**config.mk**
```make
export PLATFORM = sky130hd
export DESIGN_NAME = guarded_ctrl_reg
export DESIGN_NICKNAME = d
export VERILOG_FILES = /design/src/rtl/gcr_pkg.sv /design/src/rtl/gcr_prot_decode.sv /design/src/rtl/gcr_nv_timer.sv /design/src/rtl/guarded_ctrl_reg.sv
export SDC_FILE = /design/constraint.sdc
export NUM_CORES = 1
export LEC_CHECK = 0
export BUFFER_PORTS_ARGS = -buffer_cell sky130_fd_sc_hd__buf_2
export CAP_MARGIN = 25
export CELL_PAD_IN_SITES_DETAIL_PLACEMENT = 0
export CELL_PAD_IN_SITES_GLOBAL_PLACEMENT = 1
export CORE_ASPECT_RATIO = 1.25
export CORE_MARGIN = 2
export CORE_UTILIZATION = 40
export DETAILED_ROUTE_END_ITERATION = 10
export GPL_TIMING_DRIVEN = 0
export HOLD_SLACK_MARGIN = 0.05
export PLACE_DENSITY = 0.81
export SLEW_MARGIN = 40
export SYNTH_ARGS = -nofsm -noshare
export SYNTH_HDL_FRONTEND = slang
export SYNTH_HIERARCHICAL = 1
export SYNTH_SLANG_ARGS = --single-unit
```
**constraint.sdc**
```tcl
create_clock -name clk -period 6 [get_ports clk]
set_clock_uncertainty 0.2 [all_clocks]
set_input_delay 0.3 -clock clk [delete_from_list [all_inputs] [get_ports clk]]
set_output_delay 0.3 -clock clk [all_outputs]
set_load 0.1 [all_outputs]
```
**src/rtl/gcr_pkg.sv**
```systemverilog
package gcr_pkg;

    localparam logic [7:0] CODE_SET_WEL  = 8'h02;
    localparam logic [7:0] CODE_SET_RWEL = 8'h06;
    localparam logic [7:0] CODE_CLEAR    = 8'h00;
    localparam int         KEEP_BIT      = 2;

    typedef enum logic [1:0] {
        CNT_NONE = 2'd0,
        CNT_ONE  = 2'd1,
        CNT_MANY = 2'd2
    } byte_cnt_e;

    typedef struct packed {
        logic       wel;
        logic       rwel;
        logic       wpen;
        logic [1:0] wd;
        logic [2:0] bp;
        byte_cnt_e  nbytes;
        logic [7:0] pend;
        logic       pend_ok;
        logic       ack;
    } gcr_state_t;

endpackage

```
**src/rtl/gcr_prot_decode.sv**
```systemverilog
module gcr_prot_decode #(
    parameter int ADDR_W     = 13,
    parameter int PAGE_BYTES = 64
) (
    input  logic [2:0]        bp,
    input  logic [ADDR_W-1:0] addr,
    output logic              hit
);
    localparam int LIM_W = ADDR_W + 1;
    localparam logic [LIM_W-1:0] PAGE_LIM = LIM_W'(PAGE_BYTES);

    logic [LIM_W-1:0] low_limit;
    logic             upper_q;
    logic             upper_h;

    assign low_limit = PAGE_LIM << bp[1:0];
    assign upper_h   = addr[ADDR_W-1];

    generate
        if (ADDR_W >= 2) begin : g_quarter
            assign upper_q = &addr[ADDR_W-1:ADDR_W-2];
        end else begin : g_tiny
            assign upper_q = addr[ADDR_W-1];
        end
    endgenerate

    always_comb begin
        unique case (bp)
            3'b000:  hit = 1'b0;
            3'b001:  hit = upper_q;
            3'b010:  hit = upper_h;
            3'b011:  hit = 1'b1;
            default: hit = ({1'b0, addr} < low_limit);
        endcase
    end
endmodule

```
**src/rtl/gcr_nv_timer.sv**
```systemverilog
module gcr_nv_timer #(
    parameter int NV_CYCLES = 20
) (
    input  logic clk,
    input  logic rst_n,
    input  logic start,
    output logic busy
);
    localparam int CW = $clog2(NV_CYCLES + 1);
    localparam logic [CW-1:0] LOAD = CW'(NV_CYCLES);

    logic [CW-1:0] cnt_d, cnt_q;

    always_comb begin
        cnt_d = cnt_q;
        if (start) begin
            cnt_d = LOAD;
        end else if (cnt_q != '0) begin
            cnt_d = cnt_q - 1'b1;
        end
    end

    always_ff @(posedge clk) begin
        if (!rst_n) cnt_q <= '0;
        else        cnt_q <= cnt_d;
    end

    assign busy = (cnt_q != '0);
endmodule

```
**src/rtl/guarded_ctrl_reg.sv**
```systemverilog
module guarded_ctrl_reg
    import gcr_pkg::*;
#(
    parameter int         ADDR_W     = 13,
    parameter int         PAGE_BYTES = 64,
    parameter int         NV_CYCLES  = 20,
    parameter logic [7:0] NV_RESET   = 8'h60
) (
    input  logic              clk,
    input  logic              rst_n,
    input  logic              wr_valid,
    input  logic [7:0]        wr_data,
    input  logic              wr_end,
    input  logic              wr_abort,
    output logic              wr_ack,
    input  logic              wp_pin,
    input  logic [ADDR_W-1:0] arr_addr,
    input  logic              arr_wr,
    output logic              arr_allow,
    output logic              busy,
    output logic [7:0]        reg_value
);
    gcr_state_t s_d, s_q;
    logic       nv_start;
    logic       prot_hit;
    logic       hw_lock;
    logic       accept;

    gcr_prot_decode #(
        .ADDR_W     (ADDR_W),
        .PAGE_BYTES (PAGE_BYTES)
    ) u_decode (
        .bp   (s_q.bp),
        .addr (arr_addr),
        .hit  (prot_hit)
    );

    gcr_nv_timer #(
        .NV_CYCLES (NV_CYCLES)
    ) u_timer (
        .clk   (clk),
        .rst_n (rst_n),
        .start (nv_start),
        .busy  (busy)
    );

    assign hw_lock = wp_pin & s_q.wpen;

    // Byte acceptance: refused while busy, when locked out by the write
    // latch, or when the hardware lock forbids the persistent update.
    always_comb begin
        accept = !busy && (s_q.wel || wr_data == CODE_SET_WEL);
        if (s_q.wel && s_q.rwel && !wr_data[KEEP_BIT] && hw_lock) begin
            accept = 1'b0;
        end
    end

    always_comb begin
        s_d      = s_q;
        s_d.ack  = 1'b0;
        nv_start = 1'b0;

        if (wr_abort) begin
            s_d.nbytes  = CNT_NONE;
            s_d.pend_ok = 1'b0;
        end else if (wr_end) begin
            if (s_q.nbytes == CNT_ONE && s_q.pend_ok && !busy) begin
                if (s_q.wel && s_q.rwel) begin
                    if (!s_q.pend[KEEP_BIT] && !hw_lock) begin
                        s_d.wpen = s_q.pend[7];
                        s_d.wd   = s_q.pend[6:5];
                        s_d.bp   = {s_q.pend[0], s_q.pend[4], s_q.pend[3]};
                        s_d.rwel = 1'b0;
                        nv_start = 1'b1;
                    end
                end else if (s_q.pend == CODE_SET_WEL) begin
                    s_d.wel = 1'b1;
                end else if (s_q.pend == CODE_SET_RWEL && s_q.wel) begin
                    s_d.rwel = 1'b1;
                end else if (s_q.pend == CODE_CLEAR && s_q.wel) begin
                    s_d.wel  = 1'b0;
                    s_d.rwel = 1'b0;
                end
            end
            s_d.nbytes  = CNT_NONE;
            s_d.pend_ok = 1'b0;
        end else if (wr_valid) begin
            if (s_q.nbytes == CNT_NONE) begin
                s_d.pend    = wr_data;
                s_d.pend_ok = accept;
                s_d.ack     = accept;
                s_d.nbytes  = CNT_ONE;
            end else begin
                s_d.nbytes  = CNT_MANY;
                s_d.pend_ok = 1'b0;
            end
        end

        // A write aimed at a protected block drops the unlock latch.
        if (arr_wr && prot_hit) begin
            s_d.rwel = 1'b0;
        end
    end

    always_ff @(posedge clk) begin
        if (!rst_n) begin
            s_q         <= '0;
            s_q.wpen    <= NV_RESET[7];
            s_q.wd      <= NV_RESET[6:5];
            s_q.bp      <= {NV_RESET[0], NV_RESET[4], NV_RESET[3]};
            s_q.nbytes  <= CNT_NONE;
        end else begin
            s_q <= s_d;
        end
    end

    assign wr_ack    = s_q.ack;
    assign arr_allow = s_q.wel & ~prot_hit;
    assign reg_value = {s_q.wpen, s_q.wd, s_q.bp[1], s_q.bp[0],
                        s_q.rwel, s_q.wel, s_q.bp[2]};
endmodule

```
# Yosys cells after proc, flatten, opt, wreduce, memory -nomap -nowiden
# Cells that the tools add are included.
# op_classes
addsub	1
n_mul	0
div_mod_pow	0
n_lt_le_gt_ge	1
eq_ne	10
n_shift	1
mux	18
bitwise	8
n_reduce_logical	31
# op_table
op	n
equality test 8 x 2 -> 1 bit (second input constant)	2
< comparator 13 x 14 -> 1 bit	1
<< shifter 7 x 2 -> 14 bit (first input constant)	1
two-way mux 1 bit	12
AND reduction 6 bit	2
logical AND 1 bit	10
two-way mux 5 bit	2
equality test 8 x 3 -> 1 bit (second input constant)	1
logical NOT 8 bit	1
two-way mux 7 bit	1
equality test 3 x 2 -> 1 bit (second input constant)	2
inverter 1 bit	6
AND reduction 5 bit	1
nonzero test 5 bit	1
subtractor 5 x 1 -> 5 bit (second input constant)	1
logical NOT 1 bit	4
two-way mux 2 bit	2
inequality test 2 bit (second input constant)	2
one-hot mux 1 bit (4 select lines)	1
AND reduction 4 bit	1
nonzero test 2 bit	2
OR reduction 2 bit	2
OR reduction 4 bit	1
equality test 3 x 1 -> 1 bit (second input constant)	1
9 further kinds	10
# word_totals
register_bits	25
latchBits	0
ram_bits	0
mem_bits_ro	0
input_bits	28
mem_count	0

# Longest topological paths before layout
# depth
depth_word	9
mapped_depth	9
depth_no_buf	9

# Hierarchy
# The synthesis kept the hierarchy.
# modules_own_cells
mod	n_inst	cells_per_inst	area_per_inst_um2	seq_area_each_um2
guarded_ctrl_reg	1	107	947.2	400.4
gcr_nv_timer	1	25	242.7	100.1
gcr_prot_decode	1	17	131.4	0.0

# Least setup slack after synthesis
# No wires, ideal clock.
# synth_timing
kind	register to output
startpoint	reg, netlist name reg_value[4]
endpoint	out arr_allow
arrival_time_ns	2.468
t_required_ns	5.500
slack_ns	3.032
stages_incl_launch_ff	7
cell_sequence	dfxtp_1 > or2_2 > ha_1 > nor3_1 > nor2_1 > o22ai_1 > nor2b_1
# synth_between
elab_chain_len	5
word_cells_on_any_way	9
cone_classes	1 x order compare; 3 x eq/ne; 1 x shift; 1 x mux; 2 x bitwise; 1 x reduce/logical
# synth_lines
element	line	rtl
<< shifter 7 x 2 -> 14 bit	gcr_prot_decode.sv:16	assign low_limit = PAGE_LIM << bp[1:0];
< comparator 13 x 14 -> 1 bit	gcr_prot_decode.sv:33	default: hit = ({1'b0, addr} < low_limit);
one-hot mux 1 bit (4 select lines) (*)	gcr_prot_decode.sv:28	unique case (bp)
named net prot_hit	guarded_ctrl_reg.sv:25	logic prot_hit;
inverter 1 bit (*)	guarded_ctrl_reg.sv:118	assign arr_allow = s_q.wel & ~prot_hit;
AND 1 bit (*)	guarded_ctrl_reg.sv:118	
end, declared	guarded_ctrl_reg.sv:19	output logic arr_allow,
# The timed path passes the listed nets; every way through them passes the cells marked *.

# Worst setup path in the final report
# layout_timing
startpoint	reg u_timer.cnt_q[0]
endpoint	reg u_timer.cnt_q[3]
# layout_between
elab_chain_len	7
word_cells_on_any_way	8
cone_classes	1 x add/sub; 3 x mux; 4 x reduce/logical
# layout_lines
element	line	rtl
start, declared	gcr_nv_timer.sv:12	logic [CW-1:0] cnt_d, cnt_q;
start signal, assigned	gcr_nv_timer.sv:25	else cnt_q <= cnt_d;
nonzero test 5 bit	gcr_nv_timer.sv:28	assign busy = (cnt_q != '0);
logical NOT 1 bit	guarded_ctrl_reg.sv:67	if (s_q.nbytes == CNT_ONE && s_q.pend_ok && !busy) begin
logical AND 1 bit	guarded_ctrl_reg.sv:67	
two-way mux 1 bit	guarded_ctrl_reg.sv:67	
two-way mux 1 bit	guarded_ctrl_reg.sv:66	end else if (wr_end) begin
two-way mux 1 bit	guarded_ctrl_reg.sv:63	if (wr_abort) begin
named net nv_start	guarded_ctrl_reg.sv:24	logic nv_start;
OR reduction 2 bit (no line)	n/a	
# The timed path passes the listed nets, and every way through them passes these cells.
# A chain may end at the register's enable or synchronous reset.

==> flow_summary.ini <==
[timing]
finalSetupViolations = 0
final.setup.tns_ps = 0
worst_slew_margin_rel_pct = 66.4
achievable-frequency_mhz = 387
hold_viol_final = 0
period_needed_ps = 2580
drv_slew = 0
rsz0062_at_grt = no
timing_worst_slew_pin_value_ps = 503
final.setup.worst_slack_ps = 3420
final_clock_period_utilization_by_the_worst_path_pct = 43.1

[global_route]
grt_util_all_layers_pct = 15.7
global_route.overflow_total = 0
antenna_violations_before_repair = 0
grt_pass1_vias = 1077
first_pass_grt_wire_length_microns = 4720
grt_max_degree = 16

[setup_path]
reg2regPathDepth = 9
start_kind = flop
crit-reg2reg-launch = u_timer/cnt_q[0]
setup.worst_path.end_class = flop
timing.setup.critical_path_class = reg2reg
arrival_ps = 2540
crit_fanout = 7
regToRegSetupSlack_ps = 3420
worst_r2r_endpoint = u_timer/cnt_q[3]
required_time_at_the_endpoint_of_the_critical_path_ps = 5950

[yosys]
ys_seq_elements = 25
synth.area.mux_share_pct = 4.55
synth_compound_gate_area_share_pct = 15.0
synthesis.yosys.warnings = 6
dominantRegCellSynth = dfxtp_1
synth_top_family_by_area = simple AND/OR/NAND/NOR gates
postSynthNetCount = 182
synthesis.area_sq_um = 1320
synth_simple_gate_area_share_pct = 29.5
synth_adder_area_share_pct = 4.73
synth-xor-area-share_pct = 0.663
synth_seq_area_share_pct = 37.9
synthesis.area_per_instance_sq_um = 8.87
synth_enable_flop_cells = 0
syn_inst = 149
yosys.cell_types.count = 39
ys_async_sr_fraction_pct = 0

[die]
i_o_pin_count = 39
die_h_microns = 68.3
row_count = 23
initial_core_utilization_pct = 41.4
die-area_sq_um = 3780
core-area_sq_um = 3190
die_w_microns = 55.4

[drt]
count_of_antenna_violating_nets_left_after_detailed_routing = 0
drtIter0Drc = 22
via_count = 1142
vias_per_cell = 5.14
drt_drc = 0
wl_microns = 2820
route.detailed.wl_per_inst_microns = 12.7
detailed_router_iteration_count_before_antenna_repair = 4

[min_path]
min-delay-start = wr_valid
timing.hold.worst.class = in2reg
hold-path-endpoint = s_q[11]
worstHoldPathCells = 3

[placed_design]
place_inst = 218
routabilityCongestion = 0.789
placedInstanceArea_sq_um = 1530
port_buffers = 32
hpwl_microns = 2290
post-place-ws_ps = 3420

[clock_network]
postCtsResizedCells = 0
clock_latency_ps = 270
cts_hold_buf = 0
root_buffer = clkbuf_8
cts_post_setup_buffers_inserted = 0
clkSinkCount = 25
tritoncts.num_buffers = 3
clk_path_buf_depth = 2
clock_tree.htree_level_count = 1
tritoncts_clock_tree = done
clock_pin_slew_on_the_worst_setup_and_hold_paths_ps = 90

[pwr]
peakVddDrop_uv = 189
cellLeakagePower_nw = 0.719
pwr_density_cell_nw_per_um2 = 290
total_power_uw = 456

[finish]
areaGrowthSynthToFinish_pct = 19.3
finish.instance_area_sq_um = 1580
fraction_of_layout_instances_using_a_drive_strength_above_1_pct = 29.7
non_filler_instances = 222
final_common_cell = buf_2
diodes = 0
num-nets-final = 219
most-common-layout-cells = 33 x buf_2, 25 x dfxtp_1, 18 x nand2_1

[outcome]
status = complete, no violations

[run]
max_cap_violations = 0
[worst max-delay path, stage by stage, from the launching register on]
cell and delay [ps]:
dfxtp_1 330, inv_1 70, ha_1 210, nor4b_4 310, inv_2 140, nor3b_1 240, nand4_1 460, inv_1 240
nand2b_1 200, nor3_1 70
[flip-flops by register name, summed over array words and instances (netlist names)]
signal,count
reg_value,8
u_timer/cnt_q,5
s_q,11
wr_ack,1
[metal layers]
layer	routed length, microns	global-route usage, %	up-vias
li1	-	-	589
met1	1240	18.4	513
met2	1400	28.6	35
met3	134	2.08	5
met4	50	7.32	0
met5	0	0	-
[area by class of cell]
| class | instances | area [sq um] |
|---|---|---|
| plain buffers | 12 | 76.3 |
| clock buffers | 3 | 41.3 |
| clock inverters | 1 | 7.51 |
| fillers | 337 | 1620 |
| inverters | 7 | 26.3 |
| multi-input cells | 105 | 718 |
| flip-flops and latches | 25 | 500 |
| well taps | 37 | 46.3 |
| repair buffers | 32 | 160 |
[power breakdown]
| part | switching (mW) | total [mW] | internal (mW) | leakage (nW) |
|---|---|---|---|---|
| sequential | 0.0156 | 0.196 | 0.181 | 0.203 |
| combinational | 0.102 | 0.158 | 0.0560 | 0.494 |
| clock | 0.0549 | 0.102 | 0.0471 | 0.0217 |
| total | 0.173 | 0.456 | 0.284 | 0.719 |
[worst max-delay path by stage]
stage | from | end | cells past startpoint
floorplan | reg_value[4] | arr_allow | 6
global placement | u_timer/cnt_q[0] | u_timer/cnt_q[3] | 9
detailed placement | u_timer/cnt_q[0] | u_timer/cnt_q[3] | 9
CTS | u_timer/cnt_q[0] | u_timer/cnt_q[3] | 9
global route | u_timer/cnt_q[0] | u_timer/cnt_q[3] | 9
finish | u_timer/cnt_q[0] | u_timer/cnt_q[3] | 9
[stage by stage]
step                      util [%]  hold slack [ps]
after floorplan                  -              218
final                         49.4             85.1
after global placement        47.8              261
after global routing          49.4             97.0
after detailed placement      47.8              275
after CTS                     49.4             85.6
[cell usage after synthesis (2+ instances only)]
library cell | instances | area share, %
nor3b_1 | 3 | 1.7
ha_1 | 5 | 4.7
a21oi_1 | 4 | 1.5
buf_4 | 8 | 4.5
and2_1 | 2 | 0.95
dfxtp_1 | 25 | 38
a41o_1 | 2 | 1.5
nand3_1 | 10 | 3.8
nand4_1 | 2 | 0.95
inv_1 | 6 | 1.7
nor3_1 | 4 | 1.5
nor2b_1 | 7 | 3.3
a21boi_0 | 10 | 5.7
clkbuf_1 | 3 | 0.85
mux2i_1 | 6 | 4.5
nand2_1 | 18 | 5.1
nor2_1 | 10 | 2.8
nand2b_1 | 3 | 1.4
[kinds of logic after synthesis]
family / after synthesis
adder cells (fa/ha/maj): 5
XOR/XNOR: 1
multiplexers: 6
flip-flops: 25
buffers and inverters: 19
AND/OR/NAND/NOR: 68
AO/OA/AOI/OAI: 25
(Power assumes the default switching activity.)
